[config.mk]
export PLATFORM = sky130hd
export DESIGN_NAME = tap_controller
export DESIGN_NICKNAME = d
export VERILOG_FILES = /design/src/rtl/tap_pkg.sv /design/src/rtl/tap_fsm.sv /design/src/rtl/tap_ir.sv /design/src/rtl/tap_dr.sv /design/src/rtl/tap_controller.sv
export SDC_FILE = /design/constraint.sdc
export NUM_CORES = 1
export LEC_CHECK = 0
export BUFFER_PORTS_ARGS = -buffer_cell sky130_fd_sc_hd__buf_2
export CORE_ASPECT_RATIO = 0.7
export CORE_MARGIN = 2
export CORE_UTILIZATION = 40
export DETAILED_ROUTE_END_ITERATION = 12
export HOLD_SLACK_MARGIN = 0.15
export PLACE_DENSITY = 0.6
export SYNTH_ARGS = -nofsm -noshare
export SYNTH_HDL_FRONTEND = slang
export SYNTH_SLANG_ARGS = --single-unit
[constraint.sdc]
create_clock -name tck -period 1.9 [get_ports tck]
set_input_delay 0.19 -clock tck [delete_from_list [all_inputs] [get_ports tck]]
set_output_delay 0.19 -clock tck [all_outputs]
set_load 0.1 [all_outputs]
[src/rtl/tap_pkg.sv]
package tap_pkg;

    localparam int IR_W = 4;

    typedef enum logic [3:0] {
        ST_TLR, ST_RTI, ST_SEL_DR, ST_CAP_DR, ST_SH_DR, ST_EX1_DR, ST_PAU_DR, ST_EX2_DR,
        ST_UPD_DR, ST_SEL_IR, ST_CAP_IR, ST_SH_IR, ST_EX1_IR, ST_PAU_IR, ST_EX2_IR, ST_UPD_IR
    } tap_state_e;

    localparam logic [IR_W-1:0] OP_EXTEST = 4'b0000;
    localparam logic [IR_W-1:0] OP_IDCODE = 4'b0001;
    localparam logic [IR_W-1:0] OP_SAMPLE = 4'b0010;
    localparam logic [IR_W-1:0] OP_TRIBYP = 4'b0011;
    localparam logic [IR_W-1:0] OP_SETBYP = 4'b0100;
    localparam logic [IR_W-1:0] IR_CAPTURE = 4'b0001;

    typedef enum logic [1:0] { PATH_BYPASS, PATH_IDENT, PATH_BOUNDARY } dr_path_e;

    typedef struct packed {
        dr_path_e path;
        logic     pins_test;
        logic     pins_float;
    } instr_ctl_t;

    function automatic instr_ctl_t decode_instr(input logic [IR_W-1:0] code);
        instr_ctl_t c;
        c = '{path: PATH_BYPASS, pins_test: 1'b0, pins_float: 1'b0};
        case (code)
            OP_EXTEST: begin c.path = PATH_BOUNDARY; c.pins_test = 1'b1; end
            OP_IDCODE: c.path = PATH_IDENT;
            OP_SAMPLE: c.path = PATH_BOUNDARY;
            OP_TRIBYP: c.pins_float = 1'b1;
            OP_SETBYP: c.pins_test = 1'b1;
            default:   c.path = PATH_BYPASS;
        endcase
        return c;
    endfunction

    function automatic tap_state_e step_state(input tap_state_e s, input logic tms);
        case (s)
            ST_TLR:    return tms ? ST_TLR    : ST_RTI;
            ST_RTI:    return tms ? ST_SEL_DR : ST_RTI;
            ST_SEL_DR: return tms ? ST_SEL_IR : ST_CAP_DR;
            ST_CAP_DR: return tms ? ST_EX1_DR : ST_SH_DR;
            ST_SH_DR:  return tms ? ST_EX1_DR : ST_SH_DR;
            ST_EX1_DR: return tms ? ST_UPD_DR : ST_PAU_DR;
            ST_PAU_DR: return tms ? ST_EX2_DR : ST_PAU_DR;
            ST_EX2_DR: return tms ? ST_UPD_DR : ST_SH_DR;
            ST_UPD_DR: return tms ? ST_SEL_DR : ST_RTI;
            ST_SEL_IR: return tms ? ST_TLR    : ST_CAP_IR;
            ST_CAP_IR: return tms ? ST_EX1_IR : ST_SH_IR;
            ST_SH_IR:  return tms ? ST_EX1_IR : ST_SH_IR;
            ST_EX1_IR: return tms ? ST_UPD_IR : ST_PAU_IR;
            ST_PAU_IR: return tms ? ST_EX2_IR : ST_PAU_IR;
            ST_EX2_IR: return tms ? ST_UPD_IR : ST_SH_IR;
            default:   return tms ? ST_SEL_DR : ST_RTI;
        endcase
    endfunction

endpackage

[src/rtl/tap_fsm.sv]
module tap_fsm
    import tap_pkg::*;
#(
    parameter int RESET_RUN = 5
) (
    input  logic       tck,
    input  logic       por,
    input  logic       tms,
    input  logic       tdi,
    output tap_state_e state
);
    localparam int CW = $clog2(RESET_RUN + 1);
    localparam logic [CW-1:0] RUN_LAST = CW'(RESET_RUN - 1);

    logic [CW-1:0] run_q;
    logic          both_high;

    assign both_high = tms & tdi;

    always_ff @(posedge tck) begin
        if (por) begin
            state <= ST_TLR;
            run_q <= '0;
        end else begin
            if (both_high && run_q == RUN_LAST)
                state <= ST_TLR;
            else
                state <= step_state(state, tms);
            if (!both_high)
                run_q <= '0;
            else if (run_q != RUN_LAST)
                run_q <= run_q + 1'b1;
        end
    end
endmodule

[src/rtl/tap_ir.sv]
module tap_ir
    import tap_pkg::*;
(
    input  logic            tck,
    input  logic            por,
    input  tap_state_e      state,
    input  logic            tdi,
    output logic            sh_lsb,
    output logic [IR_W-1:0] instr
);
    logic [IR_W-1:0] sh_q;

    always_ff @(posedge tck) begin
        if (por)
            sh_q <= IR_CAPTURE;
        else if (state == ST_CAP_IR)
            sh_q <= IR_CAPTURE;
        else if (state == ST_SH_IR)
            sh_q <= {tdi, sh_q[IR_W-1:1]};
    end

    always_ff @(negedge tck) begin
        if (por || state == ST_TLR)
            instr <= OP_IDCODE;
        else if (state == ST_UPD_IR)
            instr <= sh_q;
    end

    assign sh_lsb = sh_q[0];
endmodule

[src/rtl/tap_dr.sv]
module tap_dr
    import tap_pkg::*;
#(
    parameter logic [3:0]  VERSION = 4'h1,
    parameter logic [15:0] PART    = 16'h0001,
    parameter logic [10:0] MAKER   = 11'h001
) (
    input  logic       tck,
    input  logic       por,
    input  tap_state_e state,
    input  dr_path_e   path,
    input  logic       tdi,
    output logic       byp_q,
    output logic       id_lsb
);
    localparam logic [31:0] ID_WORD = {VERSION, PART, MAKER, 1'b1};

    logic [31:0] id_q;

    always_ff @(posedge tck) begin
        if (por) begin
            byp_q <= 1'b0;
            id_q  <= ID_WORD;
        end else begin
            if (path == PATH_BYPASS) begin
                if (state == ST_CAP_DR)
                    byp_q <= 1'b0;
                else if (state == ST_SH_DR)
                    byp_q <= tdi;
            end
            if (path == PATH_IDENT) begin
                if (state == ST_CAP_DR)
                    id_q <= ID_WORD;
                else if (state == ST_SH_DR)
                    id_q <= {tdi, id_q[31:1]};
            end
        end
    end

    assign id_lsb = id_q[0];
endmodule

[src/rtl/tap_controller.sv]
module tap_controller
    import tap_pkg::*;
#(
    parameter logic [3:0]  VERSION   = 4'h1,
    parameter logic [15:0] PART      = 16'h0001,
    parameter logic [10:0] MAKER     = 11'h001,
    parameter int          RESET_RUN = 5
) (
    input  logic tck,
    input  logic por,
    input  logic tms,
    input  logic tdi,
    input  logic bsr_so,
    output logic tdo,
    output logic tdo_en,
    output logic bsr_sel,
    output logic bsr_capture,
    output logic bsr_shift,
    output logic bsr_update,
    output logic test_mode,
    output logic force_float
);
    tap_state_e      cur_state;
    logic [IR_W-1:0] instr_q;
    logic            ir_lsb, byp_bit, id_bit, dr_bit;
    instr_ctl_t      ctl;

    tap_fsm #(.RESET_RUN(RESET_RUN)) u_fsm (
        .tck(tck), .por(por), .tms(tms), .tdi(tdi), .state(cur_state)
    );

    tap_ir u_ir (
        .tck(tck), .por(por), .state(cur_state), .tdi(tdi),
        .sh_lsb(ir_lsb), .instr(instr_q)
    );

    assign ctl = decode_instr(instr_q);

    tap_dr #(.VERSION(VERSION), .PART(PART), .MAKER(MAKER)) u_dr (
        .tck(tck), .por(por), .state(cur_state), .path(ctl.path), .tdi(tdi),
        .byp_q(byp_bit), .id_lsb(id_bit)
    );

    always_comb begin
        case (ctl.path)
            PATH_IDENT:    dr_bit = id_bit;
            PATH_BOUNDARY: dr_bit = bsr_so;
            default:       dr_bit = byp_bit;
        endcase
    end

    always_ff @(negedge tck) begin
        if (por) begin
            tdo    <= 1'b0;
            tdo_en <= 1'b0;
        end else begin
            tdo_en <= (cur_state == ST_SH_IR) || (cur_state == ST_SH_DR);
            case (cur_state)
                ST_SH_IR: tdo <= ir_lsb;
                ST_SH_DR: tdo <= dr_bit;
                default:  tdo <= 1'b0;
            endcase
        end
    end

    assign bsr_sel     = (ctl.path == PATH_BOUNDARY);
    assign bsr_capture = bsr_sel && (cur_state == ST_CAP_DR);
    assign bsr_shift   = bsr_sel && (cur_state == ST_SH_DR);
    assign bsr_update  = bsr_sel && (cur_state == ST_UPD_DR);
    assign test_mode   = ctl.pins_test;
    assign force_float = ctl.pins_float;
endmodule

==> results of run 1 <==
timing repair:
item | 4_1_cts | 5_1_grt
hold buffers | 0 | 0
setup buffers | 5 | 3
resized for setup | 22 | 15
pin swaps | 4 | 4
endpoints found under the setup margin | 47 | 48
critical path: cells and delay by family (launching register included):
kind,cells,cell delay [ps]
DFF,1,340
adders and majority gates,1,180
buffers and inverters,1,160
and+or+nand+nor,4,580
metal layers:
layer | routed length (µm) | GRT usage, % | vias up
met3 | 234 | 3.26 | 8
met5 | 0 | 0 | -
met1 | 2840 | 25.2 | 932
li1 | - | - | 1027
met2 | 2130 | 20.9 | 29
met4 | 79 | 5.48 | 0
sequential cells by signal (all words and copies together), names as in the netlist:
signal / count
u_fsm.state: 4
tdo_en: 1
u_ir.instr: 4
u_dr.byp_q: 1
u_fsm.run_q: 3
u_ir.sh_q: 4
tdo: 1
u_dr.id_q: 32
cell families (layout without fill, tap and decap cells):
kind of cell | Yosys count | in the layout
AO/OA/AOI/OAI | 29 | 29
XOR/XNOR | 2 | 2
adder cells (fa/ha/maj) | 5 | 5
buffers and inverters | 31 | 74
flip-flops | 50 | 50
multiplexers | 36 | 36
AND/OR/NAND/NOR | 124 | 124
power by group:
part           internal, mW  leakage (nW)  switching, mW  total (mW)
Combinational         0.227         0.770          0.225       0.451
Clock                 0.411        0.0844          0.390       0.801
Sequential             1.08         0.409         0.0336        1.11
Total                  1.72          1.26          0.648        2.36
cell usage in the layout, fill, tap and decap left out, types with 2 or more instances in the layout:
| cell type | synthesis | routed |
|---|---|---|
| inv_1 | 9 | 14 |
| clkbuf_8 | 0 | 5 |
| nand3_1 | 8 | 8 |
| a21oi_1 | 8 | 7 |
| nand2b_1 | 46 | 46 |
| nand4_1 | 2 | 2 |
| nor3b_1 | 3 | 3 |
| dfxtp_4 | 0 | 6 |
| a21o_1 | 2 | 2 |
| o21bai_1 | 2 | 2 |
| clkbuf_1 | 8 | 2 |
| mux2i_1 | 32 | 32 |
| dfxtp_2 | 0 | 4 |
| nor2b_1 | 6 | 5 |
| ha_1 | 5 | 3 |
| nor2_1 | 22 | 19 |
| nand3b_1 | 8 | 8 |
| and3b_1 | 3 | 3 |
| and2_4 | 0 | 2 |
| nand2_1 | 9 | 8 |
| buf_2 | 8 | 4 |
| mux2_2 | 2 | 2 |
| nor3_4 | 0 | 2 |
| buf_6 | 3 | 9 |
| nor2_4 | 0 | 2 |
| dfxtp_1 | 50 | 40 |
| mux2_4 | 2 | 2 |
| buf_4 | 2 | 30 |
| a221o_1 | 3 | 3 |
| buf_12 | 0 | 7 |
| nor3_1 | 8 | 6 |
| o21ai_0 | 3 | 3 |
through the flow:
step | utilization (%) | hold slack [ps] | power [mW]
floorplan | - | 342 | 1.46
global route | 52.9 | 218 | 2.46
global placement | 47.9 | 463 | 1.56
finish | 52.9 | 196 | 2.36
CTS | 51.7 | 185 | 2.36
detailed placement | 47.9 | 469 | 1.57
final timing paths:
check | to | startpoint | slack, ps
min reg2reg | u_ir.sh_q[3] | u_ir.sh_q[3] | 470
max | bsr_update | u_ir.instr[3] | -860
min | u_ir.sh_q[3] | tdi | 200
max reg2reg | u_dr.id_q[29] | u_ir.instr[3] | -750
final cells by class:
type / count / share of cell area (%)
timing repair buffer: 52 / 15.6
inverter: 8 / 0.917
tap: 78 / 2.98
multi-input combinational: 196 / 45.2
clock inverter: 7 / 1.60
clock buffer: 7 / 2.33
sequential: 50 / 31.4
==> flow_metrics.env, run 1 <==
export IMPL_synth_most_common_cell="dfxtp_1"
export IMPL_dp_cells=377
export IMPL_core_area_um2=6190
export IMPL_synth_compound_area_share_pct=8.23
export IMPL_antenna_diode_count=0
export IMPL_setup_tns_ps=-27420
export IMPL_io_pins=13
export IMPL_synth_flop_cell="dfxtp_1"
export IMPL_grt_max_degree=28
export IMPL_tightest_slew_ps=382
export IMPL_synth_top_area_share_pct=39.4
export IMPL_post_route_cells_drive_above_1_share_pct=28.1
export IMPL_critPathCaptureType="output port"
export IMPL_vias=1996
export IMPL_multi_input_area_um2=1480
export IMPL_cts_path_max_buffers=2
export IMPL_startpoint_type="flip-flop"
export IMPL_initial_core_util_pct=41.0
export IMPL_synth_top_family_by_area="simple AND/OR/NAND/NOR gates"
export IMPL_synth_common_cells="dfxtp_1 (50), nand2b_1 (46), mux2i_1 (32), nor2_1 (22)"
export IMPL_slowest_delay_ps=340
export IMPL_root_buffer="clkbuf_8"
export IMPL_num_nets_final=329
export IMPL_vdd_ir_drop_max_mv=0.364
export IMPL_synth_edff_count=0
export IMPL_maxCapViolCount=0
export IMPL_critPathArrivalTime_ps=2570
export IMPL_port_buffers=12
export IMPL_instances_no_fill=398
export IMPL_synth_mux_area_share_pct=14.7
export IMPL_async_flop_share_pct=0
export IMPL_synthDistinctLibCells=46
export IMPL_clk_latency_ps=360
export IMPL_setup_slack_ps=-856
export IMPL_cts_buffers=5
export IMPL_synth_area_um2=2540
export IMPL_cts_tree="done"
export IMPL_drc_errors=0
export IMPL_syn_inst=277
export IMPL_fin_area_um2=3270
export IMPL_hold_depth=3
export IMPL_grt_overflow_total=0
export IMPL_cp_data_required_time_ps=1710
export IMPL_postPlaceCellArea_um2=2960
export IMPL_synth_seq_area_share_pct=39.4
export IMPL_critical_path_class="reg2out"
export IMPL_synth_xor_area_share_pct=0.690
export IMPL_cts_sinks=50
export IMPL_syn_nets=287
export IMPL_syn_area_per_cell_um2=9.16
export IMPL_synth_area_leaders="dfxtp_1 (39%), mux2i_1 (13%), nand2b_1 (11%), nor2_1 (3.3%), ha_1 (2.5%)"
export IMPL_finalSetupViolCount=45
export IMPL_h_tree_depth=2
export IMPL_crit_chain="nor2_4 > nand2_2 > or2_4 > ha_4 > and3_4 > buf_12"
export IMPL_synthAdderAreaFrac_pct=2.46
export IMPL_cp_slowest_cell="dfxtp_4"
export IMPL_dpl_worst_slack_ps=-658
export IMPL_die_w_um=99.2
export IMPL_fp_dieH_um=70.7
export IMPL_antenna_found_initial=0
export IMPL_avgRoutedWirePerCell_um=13.3
export IMPL_row_count=24
export IMPL_synth_warning_count=0
export IMPL_grt_setup_unrepaired="yes"
export IMPL_final_hold_viol_count=0
export IMPL_max_slew_margin_pct=74.2
export IMPL_routabilityCongestion=0.786
export IMPL_critPathMaxFanout=5
export IMPL_clkTransAtPathRegs_ps=80
export IMPL_status="finished with violations"
export IMPL_ys_seq_elements=50
export IMPL_p_per_area_nw_per_um2=722
export IMPL_violations="setup timing"
export IMPL_post_drt_via_cell_ratio=5.02
export IMPL_drtIter0Drc=79
export IMPL_slew_violations=0
export IMPL_ff_latch_area_um2=1030
export IMPL_p_leak_nw=1.26
export IMPL_grt_pass1_wl_um=8850
export IMPL_yosysTopAreaCell="dfxtp_1"
export IMPL_ant_nets=0
export IMPL_grt_pass1_vias=1807
export IMPL_rr_worst_depth=8
export IMPL_min_path_type="in2reg"
export IMPL_synth_simple_area_share_pct=28.3
export IMPL_fillerInstances=602
export IMPL_hpwl_um=3750
export IMPL_area_growth_syn_to_layout_pct=29.0
export IMPL_fp_dieArea_um2=7010
export IMPL_firstDrtPassIters=4
export IMPL_grtUsageTotal_pct=15.9
export IMPL_finClkSkew_ps=60.3
export IMPL_drt_wl_total_um=5280
Power figures use the tool's default switching activity.
==> run 2: changes to the inputs <==
--- a/config.mk
+++ b/config.mk
@@ -6,9 +6,11 @@
 export NUM_CORES = 1
 export LEC_CHECK = 0
 export BUFFER_PORTS_ARGS = -buffer_cell sky130_fd_sc_hd__buf_2
+export CAP_MARGIN = 0
 export CORE_ASPECT_RATIO = 0.7
 export CORE_MARGIN = 2
 export CORE_UTILIZATION = 40
+export CTS_BUF_LIST = sky130_fd_sc_hd__clkbuf_8
 export DETAILED_ROUTE_END_ITERATION = 12
 export HOLD_SLACK_MARGIN = 0.15
 export PLACE_DENSITY = 0.6
==> constraint.sdc (replaced) <==
create_clock -name tck -period 2.7 [get_ports tck]
set_input_delay 0.27 -clock tck [delete_from_list [all_inputs] [get_ports tck]]
set_output_delay 0.27 -clock tck [all_outputs]
set_load 0.1 [all_outputs]
==> run 2 against run 1 <==
  * The run still ends with setup timing left
  * Critical path depth stayed put
  * Die area stayed put
  * Largest power group unchanged
  * Critical endpoint unchanged
  * Sequential cell count stayed put
==> flow_metrics.env, run 2 (synthesized netlist as in run 1, its figures left out) <==
export IMPL_port_buffers=12
export IMPL_hold_ws_ps=299
export IMPL_maxCapViolCount=0
export IMPL_p_leak_nw=1.19
export IMPL_h_tree_depth=2
export IMPL_grtUsageTotal_pct=15.2
export IMPL_max_slew_margin_pct=65.4
export IMPL_largest_reg_flops=32
export IMPL_critPathCaptureType="output port"
export IMPL_p_comb_share_pct=17.6
export IMPL_cts_path_max_buffers=2
export IMPL_antenna_diode_count=0
export IMPL_cp_top_family="simple AND/OR/NAND/NOR gates"
export IMPL_finClkSkew_ps=75.4
export IMPL_p_sw_mw=0.452
export IMPL_post_drt_via_cell_ratio=4.98
export IMPL_final_hold_viol_count=0
export IMPL_cts_tree="done"
export IMPL_top_register="u_dr.id_q"
export IMPL_layout_commonest_cell="dfxtp_1"
export IMPL_multi_input_area_um2=1460
export IMPL_hpwl_um=3450
export IMPL_row_count=24
export IMPL_drtIter0Drc=74
export IMPL_post_route_cells_drive_above_1_share_pct=22.5
export IMPL_cp_data_required_time_ps=2430
export IMPL_fillerInstances=593
export IMPL_postPlaceCellArea_um2=2900
export IMPL_grt_pass1_wl_um=8690
export IMPL_avgRoutedWirePerCell_um=12.8
export IMPL_ff_latch_area_um2=1010
export IMPL_wl_met3_um=158
export IMPL_clk_latency_ps=380
export IMPL_fp_dieH_um=70.7
export IMPL_firstDrtPassIters=4
export IMPL_root_buffer="clkbuf_8"
export IMPL_mostFrequentLayoutCells="dfxtp_1 (47), nand2b_1 (46), mux2i_1 (32)"
export IMPL_pwr_share_seq_pct=49.4
export IMPL_io_pins=13
export IMPL_maxUsedRoutingLayer="met4"
export IMPL_p_clk_share_pct=33.0
export IMPL_core_area_um2=6190
export IMPL_power_mw=1.58
export IMPL_crit_chain="nor2_4 > nand2_2 > or2_4 > ha_4 > and3_4 > buf_12"
export IMPL_tightest_slew_ps=517
export IMPL_cp_slowest_cell="dfxtp_4"
export IMPL_cts_sinks=50
export IMPL_min_path_type="in2reg"
export IMPL_r2r_setup_slack_ps=-300
export IMPL_slowest_delay_ps=340
export IMPL_ant_nets=0
export IMPL_vdd_ir_drop_max_mv=0.257
export IMPL_cts_buffers=5
export IMPL_fp_dieArea_um2=7010
export IMPL_antenna_found_initial=0
export IMPL_violations="setup timing"
export IMPL_num_nets_final=316
export IMPL_critPathBufInv=1
export IMPL_swShare_pct=28.6
export IMPL_critPathArrivalTime_ps=2980
export IMPL_drc_errors=0
export IMPL_finalSetupViolCount=39
export IMPL_power_internal_mw=1.13
export IMPL_grt_setup_unrepaired="yes"
export IMPL_grt_max_degree=44
export IMPL_critical_path_class="reg2out"
export IMPL_p_per_area_nw_per_um2=507
export IMPL_initial_core_util_pct=41.0
export IMPL_grt_overflow_total=0
export IMPL_wl_met1_um=2770
export IMPL_slew_violations=0
export IMPL_critPathMaxFanout=5
export IMPL_drt_wl_total_um=4950
export IMPL_vias=1918
export IMPL_clkTransAtPathRegs_ps=100
export IMPL_grt_pass1_vias=1756
export IMPL_route_met2_wl_um=1980
export IMPL_startpoint_type="flip-flop"
export IMPL_setup_slack_ps=-548
export IMPL_fin_area_um2=3130
export IMPL_status="finished with violations"
export IMPL_routabilityCongestion=0.788
export IMPL_area_growth_syn_to_layout_pct=23.1
export IMPL_die_w_um=99.2
run 2: changes by cell type in the layout (fill, tap and decap cells not counted), moves of 2 or more:
| cell | previous run | this run |
|---|---|---|
| dfxtp_2 | 4 | 2 |
| buf_4 | 30 | 23 |
| nor2_1 | 19 | 21 |
| mux2_4 | 2 | 4 |
| clkbuf_1 | 2 | 0 |
| buf_6 | 9 | 2 |
| mux2_2 | 2 | 0 |
| dfxtp_1 | 40 | 47 |
| dfxtp_4 | 6 | 1 |
| buf_12 | 7 | 9 |
run 2: metrics by stage:
stage	setup TNS, ps	instances	worst slack, ps	util [%]
floorplan	-3710	277	-290	-
global placement	-8180	370	-314	46.8
detailed placement	-8740	370	-329	46.8
CTS	-11750	385	-553	50.5
global route	-14530	385	-611	50.5
finish	-11470	385	-548	50.5
run 2: final cells by class:
class | count | area share [%]
Multi-Input combinational cell | 196 | 46.8
Sequential cell | 50 | 32.2
Timing Repair Buffer | 39 | 12.9
Tap cell | 78 | 3.12
Clock buffer | 5 | 2.20
Clock inverter | 9 | 1.80
Inverter | 8 | 0.961
run 2: power groups by stage:
stage	registers (mW)	clock network [mW]	logic (mW)
floorplan	0.791	0.0160	0.215
global placement	0.798	0.0160	0.273
detailed placement	0.799	0.0160	0.277
CTS	0.782	0.539	0.279
global route	0.787	0.586	0.304
finish	0.783	0.522	0.279
run 2: timing repair:
action,4_1_cts,5_1_grt
pin swaps,4,1
gates cloned,0,0
hold buffers,0,0
gates resized for setup,24,1
endpoints found under the hold margin,0,0
buffers inserted,2,0
endpoints found under the setup margin,40,40
run 2: layer usage:
metal,vias to the layer above,GRT usage [%]
met3,5,3.06
met5,-,0
met2,24,19.8
met4,0,4.11
met1,892,24.8
li1,997,-
run 2: worst paths after layout:
kind / start / endpoint / cells past startpoint
setup / recovery: u_ir.instr[3] / bsr_update / 6
hold / removal: tdi / u_ir.sh_q[3] / 3
setup reg to reg: u_ir.instr[3] / u_dr.id_q[2] / 7
hold reg to reg: u_dr.id_q[16] / u_dr.id_q[16] / 2
run 2: worst min-delay path, stage by stage:
cell     delay [ps]
buf_2           150
nand3_1          80
a21oi_1          60
